===== src/rtl/pll_range_pkg.sv =====
package pll_range_pkg;
  // Strobes passed from the interlock control to the register datapath
  typedef struct packed {
    logic loadMult;  // multiplier write accepted this edge
    logic loadCtrl;  // control write this edge
    logic nextEn;    // enable value to load
    logic nextSel;   // select value to load
  } guard_strobe_t;
endpackage


===== src/rtl/pll_range_ctrl.sv =====
module pll_range_ctrl
  import pll_range_pkg::*;
#(
  parameter int          ADDR_W    = 8,
  parameter logic [ADDR_W-1:0] MULT_ADDR = 8'h3A,
  parameter logic [ADDR_W-1:0] CTRL_ADDR = 8'h36
) (
  input  logic [ADDR_W-1:0] busAddr,
  input  logic              busWrEn,
  input  logic              dataEn,
  input  logic              dataSel,
  input  logic              lockIn,
  input  logic              curEn,
  input  logic              curSel,
  input  logic              multZero,
  output logic              hitMult,
  output logic              hitCtrl,
  output guard_strobe_t     strobe
);
  always_comb begin
    hitMult = (busAddr == MULT_ADDR);
    hitCtrl = (busAddr == CTRL_ADDR);
    // multiplier is frozen while the loop runs
    strobe.loadMult = busWrEn & hitMult & ~curEn;
    strobe.loadCtrl = busWrEn & hitCtrl;
    // a zero multiplier keeps the loop off
    strobe.nextEn   = dataEn & ~multZero;
    // select may rise only when already enabled and locked; clearing enable drops it
    strobe.nextSel  = dataEn & dataSel & ~multZero & (curSel | (curEn & lockIn));
  end
endmodule


===== src/rtl/pll_range_regs.sv =====
module pll_range_regs
  import pll_range_pkg::*;
#(
  parameter int               DATA_W     = 8,
  parameter logic [DATA_W-1:0] MULT_RESET = 8'h40,
  parameter int               EN_BIT     = 5,
  parameter int               SEL_BIT    = 4,
  parameter int               LOCK_BIT   = 6
) (
  input  logic              clk,
  input  logic              rstN,
  input  guard_strobe_t     strobe,
  input  logic [DATA_W-1:0] wrData,
  input  logic              lockIn,
  input  logic              hitMult,
  input  logic              hitCtrl,
  output logic [DATA_W-1:0] multReg,
  output logic              enReg,
  output logic              selReg,
  output logic              multZero,
  output logic [DATA_W-1:0] rdData
);
  assign multZero = (multReg == '0);

  always_ff @(posedge clk) begin
    if (!rstN) begin
      multReg <= MULT_RESET;
      enReg   <= 1'b1;
      selReg  <= 1'b0;
    end else begin
      if (strobe.loadMult) multReg <= wrData;
      if (multZero) begin
        enReg  <= 1'b0;
        selReg <= 1'b0;
      end else if (strobe.loadCtrl) begin
        enReg  <= strobe.nextEn;
        selReg <= strobe.nextSel;
      end
    end
  end

  always_comb begin
    rdData = '0;
    if (hitMult) begin
      rdData = multReg;
    end else if (hitCtrl) begin
      rdData[LOCK_BIT] = lockIn;
      rdData[EN_BIT]   = enReg;
      rdData[SEL_BIT]  = selReg;
    end
  end
endmodule


===== src/rtl/pll_range_guard.sv =====
module pll_range_guard
  import pll_range_pkg::*;
#(
  parameter int               ADDR_W     = 8,
  parameter int               DATA_W     = 8,
  parameter logic [ADDR_W-1:0] MULT_ADDR  = 8'h3A,
  parameter logic [ADDR_W-1:0] CTRL_ADDR  = 8'h36,
  parameter logic [DATA_W-1:0] MULT_RESET = 8'h40,
  parameter int               EN_BIT     = 5,
  parameter int               SEL_BIT    = 4,
  parameter int               LOCK_BIT   = 6
) (
  input  logic              clk,
  input  logic              rstN,
  input  logic [ADDR_W-1:0] busAddr,
  input  logic              busWrEn,
  input  logic [DATA_W-1:0] busWrData,
  output logic [DATA_W-1:0] busRdData,
  input  logic              lockIn,
  output logic [DATA_W-1:0] multOut,
  output logic              pllEnOut,
  output logic              clkSelOut
);
  guard_strobe_t strobe;
  logic hitMult, hitCtrl, multZero;

  pll_range_ctrl #(
    .ADDR_W(ADDR_W), .MULT_ADDR(MULT_ADDR), .CTRL_ADDR(CTRL_ADDR)
  ) uCtrl (
    .busAddr (busAddr),
    .busWrEn (busWrEn),
    .dataEn  (busWrData[EN_BIT]),
    .dataSel (busWrData[SEL_BIT]),
    .lockIn  (lockIn),
    .curEn   (pllEnOut),
    .curSel  (clkSelOut),
    .multZero(multZero),
    .hitMult (hitMult),
    .hitCtrl (hitCtrl),
    .strobe  (strobe)
  );

  pll_range_regs #(
    .DATA_W(DATA_W), .MULT_RESET(MULT_RESET),
    .EN_BIT(EN_BIT), .SEL_BIT(SEL_BIT), .LOCK_BIT(LOCK_BIT)
  ) uRegs (
    .clk     (clk),
    .rstN    (rstN),
    .strobe  (strobe),
    .wrData  (busWrData),
    .lockIn  (lockIn),
    .hitMult (hitMult),
    .hitCtrl (hitCtrl),
    .multReg (multOut),
    .enReg   (pllEnOut),
    .selReg  (clkSelOut),
    .multZero(multZero),
    .rdData  (busRdData)
  );
endmodule


===== config.mk =====
export PLATFORM = sky130hd
export DESIGN_NAME = pll_range_guard
export DESIGN_NICKNAME = d
export VERILOG_FILES = /design/src/rtl/pll_range_pkg.sv /design/src/rtl/pll_range_ctrl.sv /design/src/rtl/pll_range_regs.sv /design/src/rtl/pll_range_guard.sv
export SDC_FILE = /design/constraint.sdc
export NUM_CORES = 1
export LEC_CHECK = 0
export CORE_MARGIN = 10
export CORE_UTILIZATION = 30
export DETAILED_ROUTE_END_ITERATION = 12
export HOLD_SLACK_MARGIN = 0.12
export PLACE_DENSITY_LB_ADDON = 0.08
export SLEW_MARGIN = 20
export SYNTH_ARGS = -nofsm -noshare
export SYNTH_HDL_FRONTEND = slang
export SYNTH_SLANG_ARGS = --single-unit
export TNS_END_PERCENT = 30

===== constraint.sdc =====
create_clock -name clk -period 1.4 [get_ports clk]
set_input_delay 0.28 -clock clk [delete_from_list [all_inputs] [get_ports clk]]
set_output_delay 0.28 -clock clk [all_outputs]
set_load 0.02 [all_outputs]

# Word level (Yosys, flattened, before mapping)
# Cells that the tools add are included.
# op_classes
n_mul	0
n_mux	6
n_shift	0
n_addsub	0
bitwise	12
reduce_logical	3
magnitude_cmp	0
eq_ne	2
n_div	0
# op_table
operator	n
$eq 8x6->1 const B	2
$and 1x1->1	8
$logic_not 8->1	1
$mux 3	2
$mux 4	1
$mux 1	3
$not 1->1	3
$reduce_bool 2->1	1
$reduce_or 2->1	1
$or 1x1->1	1
# word_totals
memories	0
input_bits	20
latch_bits	0
out_inout_bits	18
romBits	0
mem_bits_rw	0
elab_cells	26
ff_bits	10

# Longest topological paths before layout
# Gate-level depths: netlist (run 1).
# logic_depth
ltp_word	5
mapped_depth	5
ltp_nobuf	4

# By module
# Synthesis (run 1) repeated with hierarchy kept, for this count alone.
# hier_totals
cells_unflattened	60
hier_area_um2	549.3
# modules_own_cells
module	n_inst	area_each_um2	cells_each
pll_range_regs	1	471.7	49
pll_range_ctrl	1	77.6	11

# Worst setup path after synthesis (run 1)
# No wires, ideal clock.
# synth_timing
path_type	in2out
start	input busAddr[6]
end	output busRdData[0]
required_time_ns	1.120
t_arrival_ns	1.063
stages	3
setup_slack_ns	0.057
path_cell_list	and4bb_4 > and3_2 > and2_1
# synth_via
elab_chain_cells	2
# synth_rtl
element	line	rtl
start, declared	pll_range_guard.sv:15	input logic [ADDR_W-1:0] busAddr,
$eq 8x6->1	pll_range_ctrl.sv:21	hitMult = (busAddr == MULT_ADDR);
$mux 4	pll_range_regs.sv:44	if (hitMult) begin
end, declared	pll_range_guard.sv:18	output logic [DATA_W-1:0] busRdData,
# Every way passes these cells.

# Worst setup path after layout (run 1)
# layout_timing
start	input busAddr[6]
end	output busRdData[7]
# layout_via
elab_chain_cells	2
# layout_rtl
element	line
$eq 8x6->1	pll_range_ctrl.sv:21
$mux 1	pll_range_regs.sv:44
# Every way passes these cells.

==> results_dict.tcl, run 1 <==
set metrics [dict create \
    design_area_um2 1160 \
    fmax_ghz 0.694 \
    status "complete, but fails checks" \
    p_leak_nw 0.548 \
    drv_slew 0 \
    grt_overflow 0 \
    antennaDiodeCount 0 \
    layout_commonest_cell "buf_4" \
    ios 38 \
    area_growth_pct 96.8 \
    grt_util_all_layers_pct 10.5 \
    rr_worst_depth 6 \
    clk_latency_ns 0.27 \
    multi_input_area_um2 402 \
    vias 691 \
    antenna_found_initial 0 \
    gp_congestion 0.739 \
    clockRootBuffer "clkbuf_4" \
    min_path_type "register to register" \
    reg2reg_from "uRegs.enReg" \
    cts_tree "built" \
    dieHeight_um 64.3 \
    worstHoldStart "uRegs.multReg[0]" \
    drive_gt1_share_pct 47.1 \
    synth_warnings 0 \
    fin_tns_setup_ns -0.188 \
    synth_seq_cells 10 \
    die_w_um 64.3 \
    maxCapViolations 0 \
    rows 15 \
    grt_pass1_vias 716 \
    cp.required_ns 1.12 \
    syn_area_um2 589 \
    buffer_ports.inserted 37 \
    power.density_nw_per_um2 561 \
    dp_hpwl_um 1760 \
    placed_area_um2 1100 \
    hold_depth 2 \
    fillers 163 \
    fin_ws_ns -0.0409 \
    postRouteAntennaNets 0 \
    cts_made_buffers 3 \
    holdWs_ns 0.489 \
    yosysUniqueCellTypes 25 \
    rsz0062_at_grt "yes" \
    end_kind "output pin" \
    violations "setup timing" \
    layout_common_cells "buf_4, clkdlybuf4s50_1, dlygate4sd2_1, dfxtp_1, nand2_1" \
    drc 0 \
    hold_buffers 0 \
    critical_path_arrival_ns 1.16 \
    layout_min_cycle_time_ns 1.44 \
    critPathLaunchType "input pin" \
    final-setup-viol-count 5 \
    synth_area_leader_cell "dfxtp_1" \
    synth_area_per_cell_um2 8.93 \
    clkSlewWorstSetupHoldPaths_ns 0.07 \
    via_per_inst 4.73 \
    clock_skew_ns 0.00216 \
    finalHoldViolations 0 \
    tightest_slew_ns 0.256 \
    post-route-util_pct 64.4 \
    crit_start "busAddr[6]" \
    ff_latch_area_um2 200 \
    syn_nets 86 \
    clk_path_buf_depth 2 \
    yosys-top-cells-area "dfxtp_1, o21ai_2, nand2_1, and2_1, nand3_2" \
    grt_pass1_wl_um 3530 \
    finalCritPeriodShare_pct 103 \
    numClockSinks 10 \
    max-slew-margin-rel_pct 82.9 \
    grt_max_degree 11 \
    first_iter_violations 8 \
    synth_top_area_share_pct 34.0 \
    worstSetupPathType "input pin to output pin" \
    syn_inst 66 \
    first_pass_iters 4 \
    seq_area_frac_synth_pct 34.0 \
    routedWlPerCell_um 14.1 \
    nets 142 \
    initial_utilization_pct 32.7 \
    ir_worst_vdd_mv 0.382 \
    dieArea_um2 4140 \
    htree_levels 1 \
    drt-total-wl_um 2060 \
    crit_fanout 5 \
    core_area_um2 1800 \
]
## per-layer routing
layer	track usage (%)	part of all wire, %	vias to the layer above
met5	0	0	-
met4	3.21	0.92	0
met1	11.4	41	311
li1	-	-	349
met3	5.75	9.8	4
met2	17.1	48	27
## critical path, cell delays in order
cell and delay (ns):
buf_6 0.09, and4bb_4 0.33, and3_4 0.21, and2_4 0.15, buf_6 0.11
## registers in the layout, indices dropped and copies added (netlist names)
register       cells
uRegs.enReg        1
uRegs.multReg      8
uRegs.selReg       1
## metrics by stage
step	power, mW	instances	worst slack, ns
floorplan	0.321	66	0.0572
global placement	0.394	141	-0.847
detailed placement	0.396	141	-0.867
CTS	0.659	145	-0.0522
global route	0.687	146	-0.0801
finish	0.651	146	-0.0409
## repair_timing
action                                  CTS  global route
hold endpoints to repair                  0             0
endpoints found under the setup margin   27            13
setup buffers                             0             1
pin swaps                                 6             3
gates resized for setup                  86             5
gates cloned                              0             0
## path summary, 6_finish.rpt
check / to / slack (ns)
worst min-delay path: uRegs.multReg[0] / 0.49
worst max register to register: uRegs.multReg[7] / 0.07
worst max-delay path: busRdData[7] / -0.04
worst min register to register: uRegs.multReg[0] / 0.49
## kinds of logic (layout without fill, tap and decap cells)
family / Yosys count / count (layout) / share of synthesized area (%)
flip-flops: 10 / 10 / 34.0
AO/OA/AOI/OAI: 14 / 14 / 18.3
buffers and inverters: 3 / 58 / 3.40
multiplexers: 2 / 2 / 3.40
AND/OR/NAND/NOR: 37 / 37 / 41.0
## synth_stat cells
master and instances:
and3_2 1, o21ai_1 2, buf_2 1, nor3b_2 1
clkbuf_1 1, and2b_1 2, mux2i_1 2, nand2_1 9
nand3_1 4, dfxtp_1 10, o21ai_2 7, nand4_1 1
a21oi_1 1, buf_6 1, nor3_1 1, a41oi_1 1
a22oi_1 3, and4bb_4 1, or4_1 2, nor2_1 4
nand3_2 3, and2_1 5, nor2b_1 1, and3_1 1
nand4_4 1
## final cells by class
class / instances / share of cell area, %
Timing Repair Buffer: 54 / 42.3
Sequential cell: 10 / 17.3
Tap cell: 25 / 2.70
Multi-Input combinational cell: 53 / 34.6
Clock buffer: 4 / 3.13
## power by group
part	internal [mW]	leakage [nW]	total, mW	switching [mW]
logic	0.0664	0.447	0.104	0.0379
registers	0.284	0.0806	0.284	0.0000394
clock network	0.158	0.0210	0.263	0.105
Note: power is estimated with default switching activity, not from simulation.
==> run 2, diff against run 1 <==
==> constraint.sdc (replaced) <==
create_clock -name clk -period 1.7 [get_ports clk]
set_input_delay 0.34 -clock clk [delete_from_list [all_inputs] [get_ports clk]]
set_output_delay 0.34 -clock clk [all_outputs]
set_load 0.02 [all_outputs]
==> run 2 against run 1 <==
Against the previous run: the run now ends clean; sequential share of layout area is 0.62 points higher; non-clock buffer count is 5 lower; final cell count is 3.4% lower; utilization is 2.2 points lower; die area stayed put; critical path type unchanged; critical endpoint is now busRdData[1]; highest routed layer unchanged.
==> results_dict.tcl, run 2 (synthesis results as in run 1) <==
set metrics [dict create \
    die_w_um 64.3 \
    cp_slowest_cell "and4bb_4" \
    max_stage_delay_ns 0.29 \
    cp.required_ns 1.36 \
    largest_reg_flops 8 \
    buffer_ports.inserted 37 \
    end_kind "output pin" \
    numClockSinks 10 \
    postRouteAntennaNets 0 \
    path_buf_inv 2 \
    drc 0 \
    path_cells "dlygate4sd2_1 -> and4bb_4 -> and3_4 -> and2_4 -> buf_6" \
    grt_util_all_layers_pct 9.60 \
    wl_met2_um 833 \
    drv_slew 0 \
    nets 137 \
    gp_congestion 0.797 \
    dp_hpwl_um 1590 \
    antennaDiodeCount 0 \
    clkSlewWorstSetupHoldPaths_ns 0.07 \
    wl_met3_um 127 \
    grt_pass1_vias 687 \
    p_clk_share_pct 41.1 \
    finalNonFillerCells 141 \
    clk_path_buf_depth 2 \
    fin_ws_ns 0.0458 \
    grt_overflow 0 \
    layout_min_cycle_time_ns 1.65 \
    finalHoldViolations 0 \
    post-route-util_pct 62.2 \
    clk_latency_ns 0.27 \
    area_growth_pct 90.0 \
    top_layer_used "met4" \
    seq_power_share_pct 43.5 \
    regMostFlops "uRegs.multReg" \
    cts_made_buffers 3 \
    grt_pass1_wl_um 3210 \
    min_path_type "register to register" \
    rsz0062_at_grt "no" \
    layout_commonest_cell "clkdlybuf4s50_1" \
    power.density_nw_per_um2 480 \
    vias 673 \
    routedWlPerCell_um 13.6 \
    initial_utilization_pct 32.7 \
    fmax_ghz 0.605 \
    post-cts-setup-buffer-count 0 \
    clock_skew_ns 0.00433 \
    final-setup-viol-count 0 \
    p_leak_nw 0.477 \
    critical_path_arrival_ns 1.31 \
    ir_worst_vdd_mv 0.357 \
    critPathTopFamily "simple AND/OR/NAND/NOR gates" \
    pre_cts_ws_ns -0.667 \
    placed_cells 137 \
    clockRootBuffer "clkbuf_4" \
    maxCapViolations 0 \
    cp.depth 5 \
    htree_levels 1 \
    hold_buffers 0 \
    rr_worst_depth 6 \
    dieHeight_um 64.3 \
    cts_tree "built" \
    rows 15 \
    grt_max_degree 11 \
    ios 38 \
    first_iter_violations 12 \
    core_area_um2 1800 \
    layout_common_cells "clkdlybuf4s50_1, buf_4, dfxtp_1" \
    crit_fanout 5 \
    sw_frac_of_total_pct 22.4 \
    reg.largest.list "uRegs.multReg (8), uRegs.enReg (1), uRegs.selReg (1)" \
    antenna_found_initial 0 \
    drt-total-wl_um 1920 \
    via_per_inst 4.77 \
    max-slew-margin-rel_pct 83.6 \
    intPower_mw 0.417 \
    hold_depth 2 \
    status "complete, no violations" \
    critPathLaunchType "input pin" \
    fin_tns_setup_ns 0 \
    drive_gt1_share_pct 40.5 \
    p_sw_mw 0.121 \
    met1Wirelength_um 914 \
    finalCritPeriodShare_pct 97.3 \
    finalPower_mw 0.538 \
    comb_power_share_pct 15.4 \
    first_pass_iters 4 \
    tightest_slew_ns 0.245 \
    dieArea_um2 4140 \
    worstSetupPathType "input pin to output pin" \
]
run 2: cell types whose count changed in the layout (fill, tap and decap cells not counted), moves of 2 or more:
cell,delta
buf_6,-2
clkdlybuf4s15_1,-3
dlygate4sd2_1,-3
clkdlybuf4s50_1,+10
buf_4,-4
run 2: timing repair:
action,4_1_cts,5_1_grt
pin swaps,4,2
resized for setup,61,5
endpoints found under the setup margin,8,9
run 2: stage by stage:
step                      cell area [µm²]  hold WS, ns
after floorplan                       589        0.465
after global placement               1060        0.471
after detailed placement             1060        0.474
after CTS                            1110        0.494
after global routing                 1120        0.518
final                                1120        0.491
run 2: power by group through the flow:
stage	clock network [mW]	registers, mW	logic (mW)
finish	0.221	0.234	0.0829
CTS	0.224	0.234	0.0827
floorplan	0	0.240	0.0246
detailed placement	0	0.240	0.0859
global placement	0	0.240	0.0853
global route	0.237	0.234	0.0890
run 2: final timing paths:
kind                         start               end  slack, ns
setup / recovery        busAddr[7]      busRdData[1]       0.05
hold / removal    uRegs.multReg[0]  uRegs.multReg[0]       0.49
setup reg to reg       uRegs.enReg  uRegs.multReg[3]       0.41
hold reg to reg   uRegs.multReg[0]  uRegs.multReg[0]       0.49
run 2: worst register-to-register path, cell delays in order (launching register included):
cell	delay [ns]
dfxtp_1	0.31
buf_4	0.14
nor3b_2	0.24
nand4_4	0.15
buf_4	0.20
nand3_1	0.09
o21ai_2	0.05
run 2: metal layers:
| layer | global-route usage (%) | up-vias |
|---|---|---|
| met1 | 11.2 | 301 |
| li1 | - | 342 |
| met2 | 15.0 | 26 |
| met5 | 0 | - |
| met3 | 3.48 | 4 |
| met4 | 4.81 | 0 |
run 2: cell type report:
type | count | area, µm²
Multi-Input combinational cell | 53 | 399
Fill cell | 167 | 682
Clock buffer | 4 | 36.3
Tap cell | 25 | 31.3
Sequential cell | 10 | 200
Timing Repair Buffer | 49 | 453
==> run 3, diff against run 2 <==
--- a/config.mk
+++ b/config.mk
@@ -6,7 +6,7 @@
 export NUM_CORES = 1
 export LEC_CHECK = 0
 export CORE_MARGIN = 10
-export CORE_UTILIZATION = 30
+export CORE_UTILIZATION = 31
 export DETAILED_ROUTE_END_ITERATION = 12
 export HOLD_SLACK_MARGIN = 0.12
 export PLACE_DENSITY_LB_ADDON = 0.08
==> constraint.sdc (replaced) <==
create_clock -name clk -period 1.41 [get_ports clk]
set_input_delay 0.282 -clock clk [delete_from_list [all_inputs] [get_ports clk]]
set_output_delay 0.282 -clock clk [all_outputs]
set_load 0.02 [all_outputs]
==> run 3 against run 2 <==
Against the previous run: the run now ends with setup timing left; hold slack lost 0.010 ns; clock skew shrank 0.0038 ns; non-clock buffer count grew 6; clock power grew 15%; final area grew 6.0%; die area shrank 2.2%; critical path type unchanged.
==> results_dict.tcl, run 3 (synthesis results as in run 1) <==
set metrics [dict create \
    clk_path_buf_depth 2 \
    drv_slew 0 \
    tightest_slew_ns 0.250 \
    first_iter_violations 4 \
    dp_hpwl_um 1710 \
    vias 689 \
    p_leak_nw 0.565 \
    layout_min_cycle_time_ns 1.43 \
    clk_latency_ns 0.26 \
    cp_slowest_cell "and4bb_4" \
    max_stage_delay_ns 0.32 \
    finalHoldViolations 0 \
    grt_max_degree 11 \
    buffer_ports.inserted 37 \
    initial_utilization_pct 33.4 \
    max-slew-margin-rel_pct 83.3 \
    antenna_found_initial 0 \
    dieArea_um2 4040 \
    gp_congestion 0.808 \
    grt_overflow 0 \
    power.density_nw_per_um2 545 \
    layout_commonest_cell "buf_4" \
    nets 143 \
    finalCritPeriodShare_pct 102 \
    cp.required_ns 1.13 \
    postRouteAntennaNets 0 \
    via_per_inst 4.69 \
    rows 15 \
    maxCapViolations 0 \
    ir_worst_vdd_mv 0.533 \
    grt_util_all_layers_pct 10.0 \
    cp_common_cell "buf_6" \
    numClockSinks 10 \
    largest_reg_flops 8 \
    path_cells "buf_6 -> and4bb_4 -> and3_4 -> and2_4 -> buf_6" \
    first_pass_iters 2 \
    placed_cells 143 \
    reg2reg_slack_ns 0.08 \
    placed_area_um2 1110 \
    design_area_um2 1190 \
    final-setup-viol-count 6 \
    regMostFlops "uRegs.multReg" \
    area_growth_pct 101 \
    dieHeight_um 63.6 \
    critical_path_arrival_ns 1.15 \
    grt_pass1_wl_um 3230 \
    worstSetupPathType "input pin to output pin" \
    end_kind "output pin" \
    grt_pass1_vias 673 \
    htree_levels 1 \
    die_w_um 63.6 \
    post-cts-setup-buffer-count 0 \
    status "complete, but fails checks" \
    min_path_type "register to register" \
    critPathLaunchType "input pin" \
    fillers 167 \
    clkSlewWorstSetupHoldPaths_ns 0.06 \
    ff_latch_area_um2 200 \
    finalNonFillerCells 147 \
    reg.largest.list "uRegs.multReg (8), uRegs.enReg (1), uRegs.selReg (1)" \
    fin_ws_ns -0.0219 \
    crit_fanout 5 \
    rsz0062_at_grt "yes" \
    routedWlPerCell_um 13.8 \
    layout_common_cells "buf_4, clkdlybuf4s50_1, dlygate4sd2_1, buf_6, dfxtp_1" \
    clock_skew_ns 0.000524 \
    core_area_um2 1760 \
    drc 0 \
    fmax_ghz 0.698 \
    multi_input_area_um2 423 \
    cts_tree "built" \
    drive_gt1_share_pct 50.0 \
    ios 38 \
    cts_made_buffers 3 \
    drt-total-wl_um 2030 \
    clockRootBuffer "clkbuf_4" \
    violations "setup timing" \
    antennaDiodeCount 0 \
]
[run 3: cell count changes in the layout (fill, tap and decap cells not counted), sizes merged]
| cell | previous run | this run |
|---|---|---|
| clkdlybuf4s50 | 20 | 11 |
| dlymetal6s2s | 1 | 0 |
| buf | 20 | 30 |
| dlygate4sd2 | 7 | 10 |
| clkdlybuf4s15 | 1 | 4 |
[run 3: worst max-delay path: cells and delay by family]
family | cells | cell delay (ns)
AND/OR/NAND/NOR | 3 | 0.67
buffers and inverters | 2 | 0.20
[run 3: timing repair]
action,in CTS,in global routing
pin swaps,4,5
endpoints found under the setup margin,28,12
hold buffers,0,0
cloned,0,0
resized for setup,87,11
[run 3: metal layers]
metal  up-vias  share of wire (%)  track usage, %
li1        350                  -               -
met5         -                  0               0
met3         4                5.4            3.71
met1       313                 43            11.0
met2        22                 50            16.6
met4         0                1.9            4.92
[run 3: path summary, 6_finish.rpt]
check,from,endpoint,cells past startpoint
worst max register to register,uRegs.multReg[3],uRegs.selReg,4
worst min register to register,uRegs.multReg[1],uRegs.multReg[1],2
worst max-delay path,busAddr[6],busRdData[7],5
worst min-delay path,uRegs.multReg[1],uRegs.multReg[1],2
[run 3: through the flow]
stage               setup TNS (ns)  setup slack [ns]  power, mW  hold slack, ns  util, %
floorplan                        0            0.0632      0.319           0.407        -
global placement            -10.01            -0.832      0.394           0.468     62.7
detailed placement          -10.49            -0.848      0.396           0.469     62.7
CTS                         -0.130           -0.0281      0.653           0.483     65.0
global route                -0.401           -0.0562      0.678           0.504     67.3
finish                      -0.112           -0.0219      0.647           0.481     67.3
[run 3: layout make-up]
type	instances	area share [%]
sequential	10	16.9
multi-input combinational	53	35.6
timing repair buffer	55	41.8
clock buffer	4	3.06
tap	25	2.63
[run 3: power by group]
part | internal [mW] | leakage [nW] | total [mW] | switching (mW)
sequential | 0.282 | 0.0806 | 0.282 | 0.0000463
combinational | 0.0702 | 0.463 | 0.110 | 0.0403
clock | 0.157 | 0.0210 | 0.254 | 0.0973
total | 0.509 | 0.565 | 0.647 | 0.138
